--- config.mk ---
export PLATFORM = sky130hd
export DESIGN_NAME = sync_tx_throttle
export DESIGN_NICKNAME = d
export VERILOG_FILES = /design/src/rtl/sync_tx_pkg.sv /design/src/rtl/sync_ack_tally.sv /design/src/rtl/sync_phase_timer.sv /design/src/rtl/sync_tx_throttle.sv
export SDC_FILE = /design/constraint.sdc
export NUM_CORES = 1
export LEC_CHECK = 0
export BUFFER_PORTS_ARGS = -buffer_cell sky130_fd_sc_hd__buf_2
export CORE_ASPECT_RATIO = 1.25
export CORE_MARGIN = 5
export CORE_UTILIZATION = 48
export DETAILED_ROUTE_END_ITERATION = 12
export HOLD_SLACK_MARGIN = 0.12
export PLACE_DENSITY = 0.71
export SLEW_MARGIN = 20
export SYNTH_ARGS = -nofsm -noshare
export SYNTH_HDL_FRONTEND = slang
export SYNTH_HIERARCHICAL = 1
export SYNTH_SLANG_ARGS = --single-unit
--- constraint.sdc ---
create_clock -name clk -period 5.5 [get_ports clk]
set_clock_uncertainty 0.2 [all_clocks]
set_input_delay 0.55 -clock clk [delete_from_list [all_inputs] [get_ports clk]]
set_output_delay 0.55 -clock clk [all_outputs]
set_load 0.01 [all_outputs]
--- src/rtl/sync_tx_pkg.sv ---
`timescale 1ns/1ps
// Shared types for the synchronous sender.
package sync_tx_pkg;

    // Sequencer states of the sender.
    typedef enum logic [2:0] {
        ST_IDLE  = 3'd0,  // waiting for start
        ST_ROOM  = 3'd1,  // waiting for offset room and a stream byte
        ST_SETUP = 3'd2,  // data on bus, REQ low
        ST_PULSE = 3'd3,  // REQ high
        ST_TAIL  = 3'd4,  // hold data one phase after the last pulse
        ST_DRAIN = 3'd5   // waiting for the ACK counter to reach zero
    } tx_state_t;

endpackage

--- src/rtl/sync_ack_tally.sv ---
`timescale 1ns/1ps
// ACK tally: brings the asynchronous ACK line through two flops, detects
// falling edges and counts them down from a loaded value.
// Assumes ACK pulses and gaps each last at least two clock cycles.
// The count saturates at zero.
module sync_ack_tally #(
    parameter int CNT_W = 16
) (
    input  logic             clk,
    input  logic             rst_n,
    input  logic             ack_async,
    input  logic             load,
    input  logic [CNT_W-1:0] load_val,
    output logic [CNT_W-1:0] count,
    output logic             count_zero
);

    logic sync_a;
    logic sync_b;
    logic ack_prev;
    logic ack_fall;

    // Two-flop synchronizer plus a delayed copy for edge detection.
    always_ff @(posedge clk) begin
        if (!rst_n) begin
            sync_a   <= 1'b0;
            sync_b   <= 1'b0;
            ack_prev <= 1'b0;
        end else begin
            sync_a   <= ack_async;
            sync_b   <= sync_a;
            ack_prev <= sync_b;
        end
    end

    // A high-to-low transition of the synchronized line.
    assign ack_fall = ack_prev & ~sync_b;

    // Down-counter: loaded on start, lowered by one per falling edge, held at zero.
    always_ff @(posedge clk) begin
        if (!rst_n) begin
            count <= '0;
        end else if (load) begin
            count <= load_val;
        end else if (ack_fall && (count != '0)) begin
            count <= count - 1'b1;
        end
    end

    assign count_zero = (count == '0);

    AST_TALLY_NO_WRAP: assert property (@(posedge clk) disable iff (!rst_n)
        (!load && count == '0) |=> (count == '0));

    AST_TALLY_STEP: assert property (@(posedge clk) disable iff (!rst_n)
        !load |=> ((count == $past(count)) || (count == $past(count) - 1'b1)));

endmodule

--- src/rtl/sync_phase_timer.sv ---
`timescale 1ns/1ps
// Phase timer: converts the period setting into a phase length in clock cycles
// and counts one phase after each load.
// Each phase is period*2 ns, rounded up to whole clocks, and at least one cycle.
// expired is high in the last cycle of a phase.
module sync_phase_timer #(
    parameter int PERIOD_W = 8,
    parameter int CLK_NS   = 5
) (
    input  logic                clk,
    input  logic                rst_n,
    input  logic [PERIOD_W-1:0] period,
    input  logic                load,
    output logic                expired
);

    localparam int PH_W = PERIOD_W + $clog2(CLK_NS + 1) + 2;

    logic [PH_W-1:0] scaled_ns;
    logic [PH_W-1:0] raw_cycles;
    logic [PH_W-1:0] half_cycles;
    logic [PH_W-1:0] cnt;

    // Phase length in cycles: ceil(period*2 / CLK_NS), at least 1.
    always_comb begin
        scaled_ns   = PH_W'({period, 1'b0}) + PH_W'(CLK_NS - 1);
        raw_cycles  = scaled_ns / PH_W'(CLK_NS);
        half_cycles = (raw_cycles == '0) ? PH_W'(1) : raw_cycles;
    end

    // Countdown of the current phase.
    always_ff @(posedge clk) begin
        if (!rst_n) begin
            cnt <= '0;
        end else if (load) begin
            cnt <= half_cycles - 1'b1;
        end else if (cnt != '0) begin
            cnt <= cnt - 1'b1;
        end
    end

    assign expired = (cnt == '0);

endmodule

--- src/rtl/sync_tx_throttle.sv ---
`timescale 1ns/1ps
// Offset-throttled synchronous sender.
// Drives one byte per REQ pulse toward the initiator without per-byte handshake,
// keeps unacknowledged bytes within the negotiated offset, and finishes once the
// ACK tally is zero. Assumes period, offset and length are stable at start (they
// are captured) and that bus_ack is asynchronous with pulses >= 2 clocks.
module sync_tx_throttle
    import sync_tx_pkg::*;
#(
    parameter int CLK_NS   = 5,
    parameter int CNT_W    = 16,
    parameter int DATA_W   = 8,
    parameter int PERIOD_W = 8,
    parameter int OFFSET_W = 5
) (
    input  logic                clk,
    input  logic                rst_n,
    input  logic [PERIOD_W-1:0] cfg_period,
    input  logic [OFFSET_W-1:0] cfg_offset,
    input  logic [CNT_W-1:0]    xfer_len,
    input  logic                start,
    input  logic                bus_rst,
    input  logic [DATA_W-1:0]   in_data,
    input  logic                in_valid,
    output logic                in_ready,
    input  logic                bus_ack,
    output logic [DATA_W-1:0]   bus_data,
    output logic                bus_data_oe,
    output logic                bus_req,
    output logic                busy,
    output logic                done,
    output logic                aborted
);

    localparam int CMP_W = CNT_W + 1;

    tx_state_t           state;
    logic [CNT_W-1:0]    remain;
    logic [PERIOD_W-1:0] period_q;
    logic [OFFSET_W-1:0] offset_q;
    logic [CNT_W-1:0]    ack_cnt;
    logic                ack_zero;
    logic                accept;
    logic                room;
    logic                take;
    logic                abort;
    logic                ph_load;
    logic                ph_exp;
    logic [CMP_W-1:0]    limit;

    // ACK tally instance.
    sync_ack_tally #(.CNT_W(CNT_W)) u_tally (
        .clk        (clk),
        .rst_n      (rst_n),
        .ack_async  (bus_ack),
        .load       (accept),
        .load_val   (xfer_len),
        .count      (ack_cnt),
        .count_zero (ack_zero)
    );

    // Phase timer instance.
    sync_phase_timer #(.PERIOD_W(PERIOD_W), .CLK_NS(CLK_NS)) u_phase (
        .clk     (clk),
        .rst_n   (rst_n),
        .period  (period_q),
        .load    (ph_load),
        .expired (ph_exp)
    );

    // Offset room: the tally must not exceed bytes left after this one plus offset.
    always_comb begin
        limit = ({1'b0, remain} - CMP_W'(1)) + CMP_W'(offset_q);
        room  = ({1'b0, ack_cnt} <= limit);
    end

    // Handshake and control strobes.
    always_comb begin
        accept   = start && (state == ST_IDLE);
        in_ready = (state == ST_ROOM) && room;
        take     = in_ready && in_valid;
        abort    = bus_rst && (state != ST_IDLE);
        ph_load  = take || (((state == ST_SETUP) || (state == ST_PULSE)) && ph_exp);
        busy     = (state != ST_IDLE);
    end

    // Sequencer: byte pacing, REQ pulses, tail hold, drain and abort.
    always_ff @(posedge clk) begin
        if (!rst_n) begin
            state       <= ST_IDLE;
            remain      <= '0;
            period_q    <= '0;
            offset_q    <= '0;
            bus_data    <= '0;
            bus_data_oe <= 1'b0;
            bus_req     <= 1'b0;
            done        <= 1'b0;
            aborted     <= 1'b0;
        end else begin
            done <= 1'b0;
            if (abort) begin
                state       <= ST_IDLE;
                bus_req     <= 1'b0;
                bus_data_oe <= 1'b0;
                bus_data    <= '0;
                aborted     <= 1'b1;
            end else begin
                case (state)
                    ST_IDLE: begin
                        if (start) begin
                            period_q <= cfg_period;
                            offset_q <= cfg_offset;
                            remain   <= xfer_len;
                            aborted  <= 1'b0;
                            state    <= (xfer_len == '0) ? ST_DRAIN : ST_ROOM;
                        end
                    end
                    ST_ROOM: begin
                        if (take) begin
                            bus_data    <= in_data;
                            bus_data_oe <= 1'b1;
                            remain      <= remain - 1'b1;
                            state       <= ST_SETUP;
                        end
                    end
                    ST_SETUP: begin
                        if (ph_exp) begin
                            bus_req <= 1'b1;
                            state   <= ST_PULSE;
                        end
                    end
                    ST_PULSE: begin
                        if (ph_exp) begin
                            bus_req <= 1'b0;
                            state   <= (remain == '0) ? ST_TAIL : ST_ROOM;
                        end
                    end
                    ST_TAIL: begin
                        if (ph_exp) begin
                            bus_data_oe <= 1'b0;
                            bus_data    <= '0;
                            state       <= ST_DRAIN;
                        end
                    end
                    ST_DRAIN: begin
                        if (ack_zero) begin
                            done  <= 1'b1;
                            state <= ST_IDLE;
                        end
                    end
                    default: state <= ST_IDLE;
                endcase
            end
        end
    end

    AST_REQ_WITH_OE: assert property (@(posedge clk) disable iff (!rst_n)
        bus_req |-> bus_data_oe);

    AST_DATA_HELD: assert property (@(posedge clk) disable iff (!rst_n)
        bus_req |-> $stable(bus_data));

    AST_OFFSET_LIMIT: assert property (@(posedge clk) disable iff (!rst_n)
        $rose(bus_req) |-> ({1'b0, ack_cnt} <= ({1'b0, remain} + CMP_W'(offset_q))));

    AST_DONE_SINGLE: assert property (@(posedge clk) disable iff (!rst_n)
        done |=> !done);

    AST_DONE_AT_ZERO: assert property (@(posedge clk) disable iff (!rst_n)
        done |-> ($past(ack_zero) && !busy));

    AST_ABORT_RELEASE: assert property (@(posedge clk) disable iff (!rst_n)
        (bus_rst && busy) |=> (!busy && !bus_req && !bus_data_oe && aborted && !done));

endmodule

==> results of run 1 <==
-- repair_timing --
action	in CTS	in global routing
resized for setup	26	31
cloned	0	0
pin swaps	25	32
setup buffers	3	9
setup endpoints to repair	11	11
-- registers in the layout, summed over array words and instances (netlist names), 3 cells and up --
| signal | cells |
|---|---|
| remain | 16 |
| u_tally/count | 16 |
| u_phase/cnt | 13 |
| bus_data | 8 |
| period_q | 8 |
| offset_q | 5 |
| state | 3 |
-- through the flow --
stage	instance area [µm²]	setup WS (ps)	utilization [%]	setup TNS [ps]
after global placement	7220	-142	54.4	-746
final	7870	38.1	59.2	0
after floorplan	6590	2.01	-	0
after global routing	7870	-201	59.2	-867
after detailed placement	7220	-328	54.4	-2650
after CTS	7650	1.61	57.6	0
-- cells in the mapped netlist (all sizes together) (4+ instances only) --
cell and count:
nand2b 6, a21oi 57, clkbuf 21, or3 7, dfxtp 76, o311ai 4, nor2 66, and4 6
a31oi 13, a2111oi 6, nor3 25, a211o 4, o21ai 55, nor4 16, xnor2 24, o211ai 20
a311oi 4, a211oi 9, buf 14, or4 5, nor2b 14, nand3 21, and2 17, nand2 106
ha 52, a221oi 5, a21boi 18, nand3b 6, mux2i 15, and3 8, a21o 6, o31ai 5
o22ai 5, nand4 19, xor2 6, inv 56
-- layout make-up --
cell class / instances / area, µm²
clock buffers: 9 / 225
clock inverters: 7 / 82.6
fillers: 1246 / 5420
inverters: 59 / 224
multi-input cells: 677 / 4890
flip-flops and latches: 76 / 1530
well taps: 171 / 214
repair buffers: 111 / 704
-- worst max-delay path, delay by kind of cell (launching register included) --
kind,cells,cell delay [ps]
AO/OA/AOI/OAI,10,2060
AND/OR/NAND/NOR,8,1230
adder cells (fa/ha/maj),3,720
buffers and inverters,6,680
flip-flops,1,330
XOR/XNOR,1,100
-- worst max path at each step --
stage                                               to  slack (ps)
after global routing      u_phase/cnt[12]$_SDFFE_PN0P_        -200
after detailed placement   u_phase/cnt[5]$_SDFFE_PN0P_        -330
after CTS                 u_phase/cnt[12]$_SDFFE_PN0P_           2
after floorplan            u_phase/cnt[8]$_SDFFE_PN0P_           2
final                     u_phase/cnt[12]$_SDFFE_PN0P_          40
after global placement     u_phase/cnt[5]$_SDFFE_PN0P_        -140
-- cell families (layout without fill, tap and decap cells) --
kind of cell,Yosys count,count (layout),synth area share (%)
AOI/OAI and AO/OA,244,244,27.1
xor gates and xnor gates,30,30,4.03
adders and majority gates,54,54,10.4
buffers and inverters,94,186,6.00
DFF,76,76,23.3
muxes,18,18,2.93
and+or+nand+nor,331,331,26.1
-- power by group through the flow --
| stage | registers [mW] | clock network [mW] | logic [mW] |
|---|---|---|---|
| 2_1_floorplan | 0.721 | 0 | 1.31 |
| 3_3_place_gp | 0.757 | 0 | 1.72 |
| 3_5_place_dp | 0.758 | 0 | 1.74 |
| 4_1_cts | 0.747 | 0.633 | 1.83 |
| 5_1_grt | 0.765 | 0.660 | 2.22 |
| 6_report | 0.753 | 0.625 | 2.01 |
-- cell usage in the layout, fill, tap and decap left out, drive strengths merged, types with 15 or more instances in the layout --
cell type,instances
o21ai,55
o211ai,20
nor4,16
nand4,19
xnor2,24
a21oi,57
dfxtp,76
nand2,106
nor2,66
inv,60
nor3,25
buf,111
ha,52
and2,17
a21boi,18
nand3,21
mux2i,15
-- layer usage --
layer	routed length [µm]	track usage (%)	up-vias	part of all wire (%)
met1	7690	27.7	3085	41
li1	-	-	3275	-
met2	9570	41.5	223	51
met4	623	8.88	0	3.3
met5	0	0	-	0
met3	934	3.54	52	5.0
==> results.yml, run 1 <==
yosys:
  syn_inst: 847
  yosysTopAreaCell: "dfxtp_1"
  yosys.cell_types.count: 99
  syn_area_per_cell_um2: 7.70
  postSynth.asyncResetShare_pct: 0
  yosys-top-cells-area: "dfxtp_1, ha_1, nand2_1, a21oi_1, nor2_1"
  synth_top_flop_cell: "dfxtp_1"
  synth_top_area_share_pct: 23.3
  synth_nets: 943
  yosys_register_bits: 76
  yosysSeqAreaShare_pct: 23.3
  yosys_warnings: 6
  netlist_area_um2: 6520
  synth_edf_count: 0
worst_setup_path:
  critPathKind: "reg2reg"
  worstPathRequired_ps: 5490
  r2r_cells: 28
  worst-r2r-setup-slack_ps: 40
  arrival_ps: 5450
  r2r_start: "remain[1]$_SDFFE_PN0P_"
  cp_common_cell: "buf_4"
  cpPeakStageDelay_ps: 390
  crit_slowest_cell: "or3_4"
  critical_path.startpoint: "remain[1]$_SDFFE_PN0P_"
  critical_path.max_fanout: 8
  start_kind: "flop"
  cp-end-kind: "flop"
  reg2reg_to: "u_phase/cnt[12]$_SDFFE_PN0P_"
cts:
  cts_sinks: 76
  ctsHoldBuffers: 0
  cts_max_path_buffers: 2
  clock_latency_ps: 350
  htreeDepth: 3
  cts_buffers: 9
  cts_root_buffer: "clkbuf_16"
  cts_tree: "yes"
  clk_pin_slew_ps: 60
layout:
  n_antenna_cell: 0
  nNetsFinal: 1030
  synthToLayoutAreaGrowth_pct: 20.6
  drive_above_1_share_pct: 23.9
  fin_cells: 1110
min_path:
  hp-start: "bus_ack"
  hold_end: "u_tally/sync_a$_SDFF_PN0_"
  worstHoldPathCells: 2
  min_path_type: "in2reg"
floorplanning:
  rows: 47
  die_area_um2: 16000
  die_w_um: 114
  initial_utilization_pct: 49.1
  core_area_um2: 13300
  die_h_um: 140
  io_pins: 57
global_routing:
  grt_pass1_vias: 6256
  grt_usage_pct: 23.2
  grt_start_max_net_pins: 43
  gr-total-overflow: 0
  antenna_found_initial: 0
  grt_pass1_wl_um: 30700
drt:
  drt_pass1_iterations: 5
  num_vias: 6635
  drt_iter0_drc: 532
  drc: 0
  wirelength_um: 18800
  vias_per_cell: 5.98
  ant_nets: 0
  routedWlPerCell_um: 17.0
pwr:
  seqPwrFrac_pct: 22.2
  swShare_pct: 43.4
  intPower_mw: 1.92
  peakVddDrop_mv: 0.217
  power.total_mw: 3.39
  pwr-share-clk_pct: 18.4
  power.density_nw_per_um2: 431
  p_switching_mw: 1.47
  power.share.combinational_pct: 59.4
  p_leak_nw: 3.20
placed_design:
  hpwl_um: 14000
  gp_congestion: 0.910
  port_buffers: 56
  post-place-cells: 1082
outcome:
  status: "completed"
sta:
  hold_viol_final: 0
  rsz0062_at_grt: "yes"
  worst_slew_pin_slew_ps: 961
  relSlewSlack_pct: 35.8
  finalMaxSlewViolations: 0
  finalSetupViolations: 0
  period_share_pct: 99.3
  whs_ps: 213
  fmax_mhz: 183
  period_needed_ps: 5460
run:
  drv_cap: 0
(Power assumes the default switching activity.)
==> run 2, diff against run 1 <==
--- a/config.mk
+++ b/config.mk
@@ -11,7 +11,7 @@
 export CORE_UTILIZATION = 48
 export DETAILED_ROUTE_END_ITERATION = 12
 export HOLD_SLACK_MARGIN = 0.12
-export PLACE_DENSITY = 0.71
+export PLACE_DENSITY = 0.68
 export SLEW_MARGIN = 20
 export SYNTH_ARGS = -nofsm -noshare
 export SYNTH_HDL_FRONTEND = slang
==> constraint.sdc (replaced) <==
create_clock -name clk -period 7.1 [get_ports clk]
set_clock_uncertainty 0.2 [all_clocks]
set_input_delay 0.71 -clock clk [delete_from_list [all_inputs] [get_ports clk]]
set_output_delay 0.71 -clock clk [all_outputs]
set_load 0.01 [all_outputs]
==> run 2 against run 1 <==
- first-iteration DRC count shrank 26%
- cell area is 8.5% lower
- flip-flop and latch count is the same
- utilization decreased by 5.0 points
- sequential power shrank 23%
- routed wire length decreased by 6.3%
- global-route usage is 1.2 points lower
- register-to-register slack better by 630 ps
- total power is 33% lower
- clock power down 24%
- largest cell class unchanged
==> results.yml, run 2 (synthesized netlist as in run 1, its figures left out) <==
cts:
  cts_max_path_buffers: 2
  htreeDepth: 3
  cts_sinks: 76
  cts-resized-gates: 0
  ctsHoldBuffers: 0
  cts_buffers: 9
  cts_tree: "yes"
  clk_pin_slew_ps: 70
  cts_root_buffer: "clkbuf_16"
  cts_setup_buffers: 0
  clock_latency_ps: 340
floorplanning:
  die_h_um: 140
  initial_utilization_pct: 49.1
  io_pins: 57
  die_area_um2: 16000
  die_w_um: 114
  core_area_um2: 13300
  rows: 47
sta:
  period_needed_ps: 6430
  worst_slew_pin_slew_ps: 1000
  hold_viol_final: 0
  relSlewSlack_pct: 33.0
  period_share_pct: 90.6
  rsz0062_at_grt: "no"
  tns_ps: 0
  finalMaxSlewViolations: 0
  fmax_mhz: 155
  finalSetupViolations: 0
global_routing:
  grt_use_met3_pct: 3.71
  busiest_layer: "met2"
  grt_start_max_net_pins: 43
  grt_pass1_wl_um: 29100
  use_met1_pct: 26.0
  grt.met2_usage_pct: 39.8
  antenna_found_initial: 0
  grt_usage_pct: 22.1
  gr-total-overflow: 0
  grt_pass1_vias: 5947
min_path:
  hp-start: "u_tally/sync_a$_SDFF_PN0_"
  min_path_type: "reg2reg"
drt:
  drt_pass1_iterations: 5
  routedWlPerCell_um: 16.6
  num_vias: 6317
  drc: 0
  ant_nets: 0
  wirelength_um: 17600
  vias_per_cell: 5.95
  drt_iter0_drc: 392
pwr:
  peakVddDrop_mv: 0.148
  seqPwrFrac_pct: 25.5
  power.total_mw: 2.29
  power.density_nw_per_um2: 318
  swShare_pct: 44.0
  power.share.combinational_pct: 53.7
  p_leak_nw: 2.89
  pwr-share-clk_pct: 20.9
  p_switching_mw: 1.01
  intPower_mw: 1.28
layout:
  n_antenna_cell: 0
  top_regs: "remain: 16 flops, u_tally/count: 16 flops, u_phase/cnt: 13 flops"
  final_common_cell: "nand2_1"
  synthToLayoutAreaGrowth_pct: 10.4
  drive_above_1_share_pct: 14.8
  layout_common_cells: "nand2_1, dfxtp_1, nor2_1"
  nNetsFinal: 981
worst_setup_path:
  critPathKind: "reg2reg"
  r2r_start: "remain[1]$_SDFFE_PN0P_"
  cpPeakStageDelay_ps: 550
  critical_path.startpoint: "remain[1]$_SDFFE_PN0P_"
  arrival_ps: 6470
  critical_path.max_fanout: 10
  worstPathRequired_ps: 7140
  start_kind: "flop"
  crit_slowest_cell: "o311ai_0"
  cp-end-kind: "flop"
placed_design:
  port_buffers: 56
  gp_congestion: 0.947
  hpwl_um: 13600
outcome:
  status: "completed"
run:
  drv_cap: 0
-- run 2: path summary, 6_finish.rpt --
check        slack [ps]  cells after the start                           to
max                 670                     29  u_phase/cnt[8]$_SDFFE_PN0P_
min                 240                      1    u_tally/sync_b$_SDFF_PN0_
min reg2reg         240                      1    u_tally/sync_b$_SDFF_PN0_
max reg2reg         670                     29  u_phase/cnt[8]$_SDFFE_PN0P_
-- run 2: power groups by stage --
stage               sequential, mW  clock, mW  combinational [mW]
floorplan                    0.559          0               0.985
CTS                          0.581      0.487                1.23
finish                       0.582      0.478                1.23
detailed placement           0.590          0                1.22
global route                 0.592      0.505                1.39
global placement             0.590          0                1.21
-- run 2: layout make-up --
type | instances | area (µm²)
multi-input combinational | 677 | 4610
tap | 171 | 214
clock inverter | 7 | 82.6
fill | 1355 | 6090
clock buffer | 9 | 225
timing repair buffer | 62 | 325
sequential | 76 | 1520
inverter | 59 | 221
-- run 2: stage by stage --
step	hold slack (ps)	cell area [µm²]	util (%)	setup slack, ps	std cells
final	236	7200	54.2	668	1061
after global routing	280	7200	54.2	2.11	1061
after CTS	241	7200	54.2	702	1061
after detailed placement	226	6890	51.9	733	1045
after global placement	219	6890	51.9	945	1045
after floorplan	212	6520	-	1180	847
-- run 2: worst max-delay path: cells and delay by family (launching register included) --
kind | cells | cell delay, ps
DFF | 1 | 350
xor gates and xnor gates | 1 | 90
AOI/OAI and AO/OA | 13 | 3020
adders and majority gates | 5 | 1350
and+or+nand+nor | 6 | 820
buffers and inverters | 4 | 490
-- run 2: metal layers --
metal / vias up / wire, µm
met1: 2952 / 7160
li1: 3186 / -
met3: 37 / 721
met2: 142 / 9260
met5: - / 0
met4: 0 / 497
==> run 3, diff against run 2 <==
--- a/config.mk
+++ b/config.mk
@@ -6,6 +6,7 @@
 export NUM_CORES = 1
 export LEC_CHECK = 0
 export BUFFER_PORTS_ARGS = -buffer_cell sky130_fd_sc_hd__buf_2
+export CAP_MARGIN = 20
 export CORE_ASPECT_RATIO = 1.25
 export CORE_MARGIN = 5
 export CORE_UTILIZATION = 48
==> constraint.sdc (replaced) <==
create_clock -name clk -period 7.95 [get_ports clk]
set_clock_uncertainty 0.2 [all_clocks]
set_input_delay 0.795 -clock clk [delete_from_list [all_inputs] [get_ports clk]]
set_output_delay 0.795 -clock clk [all_outputs]
set_load 0.01 [all_outputs]
==> run 3 against run 2 <==
- first-iteration DRC count is 27% higher
- sequential power is 10% lower
- flip-flop and latch count stayed put
- combinational power is 11% lower
- die area stayed put
- non-clock buffer count is 1 lower
- critical path depth is 1 higher
- maximum frequency is 4.8% lower
- sequential share of layout area is 0.10 points higher
- critical endpoint unchanged
- routed wire length is 1.0% higher
==> results.yml, run 3 (synthesized netlist as in run 1, its figures left out) <==
outcome:
  status: "completed"
worst_setup_path:
  cpPeakStageDelay_ps: 540
  path_buf_inv: 5
  start_kind: "flop"
  arrival_ps: 6800
  critical_path.max_fanout: 21
  crit_slowest_cell: "o311ai_0"
  critPathKind: "reg2reg"
  cp-end-kind: "flop"
  crit_family: "compound AO/OA/AOI/OAI gates"
  worstPathRequired_ps: 7990
sta:
  fmax_mhz: 148
  worst_slew_pin_slew_ps: 994
  finalSetupViolations: 0
  finalMaxSlewViolations: 0
  rsz0062_at_grt: "no"
  period_needed_ps: 6760
  hold_viol_final: 0
  relSlewSlack_pct: 33.6
  whs_ps: 231
  tns_ps: 0
  period_share_pct: 85.0
cts:
  cts_root_buffer: "clkbuf_16"
  cts_tree: "yes"
  cts-resized-gates: 0
  cts_buffers: 9
  cts_sinks: 76
  cts_setup_buffers: 0
  clk_pin_slew_ps: 70
  clock_latency_ps: 340
  htreeDepth: 3
  ctsHoldBuffers: 0
  cts_max_path_buffers: 2
pwr:
  p_leak_nw: 2.87
  power.share.combinational_pct: 54.4
  seqPwrFrac_pct: 25.8
  power.density_nw_per_um2: 281
  intPower_mw: 1.11
  peakVddDrop_mv: 0.132
  p_switching_uw: 904
  swShare_pct: 44.8
  pwr-share-clk_pct: 19.7
global_routing:
  grt_pass1_vias: 6002
  grt.met2_usage_pct: 39.8
  antenna_found_initial: 0
  grt_start_max_net_pins: 43
  gr-total-overflow: 0
  grt_usage_pct: 22.5
  use_met1_pct: 26.9
  grt_use_met3_pct: 3.36
  grt_pass1_wl_um: 29600
  busiest_layer: "met2"
run:
  drv_cap: 0
floorplanning:
  rows: 47
  die_h_um: 140
  die_area_um2: 16000
  io_pins: 57
  core_area_um2: 13300
  initial_utilization_pct: 49.1
  die_w_um: 114
min_path:
  min_path_type: "reg2reg"
layout:
  layout_common_cells: "nand2_1, dfxtp_1, nor2_1"
  final_common_cell: "nand2_1"
  synthToLayoutAreaGrowth_pct: 9.86
  drive_above_1_share_pct: 14.7
  fin_util_pct: 53.9
  top_regs: "remain: 16 flops, u_tally/count: 16 flops, u_phase/cnt: 13 flops"
  n_antenna_cell: 0
  nNetsFinal: 980
placed_design:
  port_buffers: 56
  hpwl_um: 13600
  gp_congestion: 0.951
drt:
  wirelength_um: 17800
  drt_pass1_iterations: 5
  drc: 0
  ant_nets: 0
  routedWlPerCell_um: 16.8
  drt_iter0_drc: 496
  num_vias: 6295
  vias_per_cell: 5.94
==> run 3: cell types whose count changed in the layout (fill, tap and decap cells not counted) <==
cell,before,now
bufinv_16,1,0
clkinvlp_4,2,4
inv_8,1,0
inv_6,2,3
clkinv_4,1,0
buf_4,6,5
==> run 3: through the flow <==
| stage | setup WS, ps | area (µm²) | instances | power [mW] |
|---|---|---|---|---|
| 2_1_floorplan | 2030 | 6520 | 847 | 1.38 |
| 3_3_place_gp | 1410 | 6890 | 1044 | 1.61 |
| 3_5_place_dp | 1220 | 6890 | 1044 | 1.61 |
| 4_1_cts | 1210 | 7170 | 1060 | 2.02 |
| 5_1_grt | 588 | 7170 | 1060 | 2.19 |
| 6_report | 1190 | 7170 | 1060 | 2.02 |
==> run 3: power groups by stage <==
| stage | Sequential (mW) | Combinational [mW] | Clock, mW |
|---|---|---|---|
| after floorplan | 0.499 | 0.880 | 0 |
| after CTS | 0.520 | 1.09 | 0.405 |
| final | 0.521 | 1.10 | 0.398 |
| after global routing | 0.532 | 1.24 | 0.422 |
| after global placement | 0.526 | 1.08 | 0 |
| after detailed placement | 0.528 | 1.08 | 0 |
==> run 3: final timing paths <==
path,from,end,slack (ps),cells past startpoint
min,u_tally/sync_a$_SDFF_PN0_,u_tally/sync_b$_SDFF_PN0_,230,1
max reg2reg,remain[1]$_SDFFE_PN0P_,u_phase/cnt[8]$_SDFFE_PN0P_,1190,30
max,remain[1]$_SDFFE_PN0P_,u_phase/cnt[8]$_SDFFE_PN0P_,1190,30
min reg2reg,u_tally/sync_a$_SDFF_PN0_,u_tally/sync_b$_SDFF_PN0_,230,1
==> run 3: routing by layer <==
layer | vias up | part of all wire [%]
li1 | 3180 | -
met1 | 2917 | 42
met2 | 155 | 51
met3 | 43 | 2.9
met4 | 0 | 3.6
met5 | - | 0
==> run 3: final cells by class <==
cell class	instances	area [µm²]
repair buffers	61	318
multi-input cells	677	4610
clock inverters	7	56.3
fillers	1349	6120
flip-flops and latches	76	1520
inverters	59	221
well taps	171	214
clock buffers	9	225
==> run 3: worst register-to-register path: cells and delay by family (launching register included) <==
family | cells | cell delay (ps)
AOI/OAI and AO/OA | 13 | 2980
adders and majority gates | 5 | 1330
and+or+nand+nor | 6 | 1050
buffers and inverters | 5 | 650
DFF | 1 | 340
xor gates and xnor gates | 1 | 90
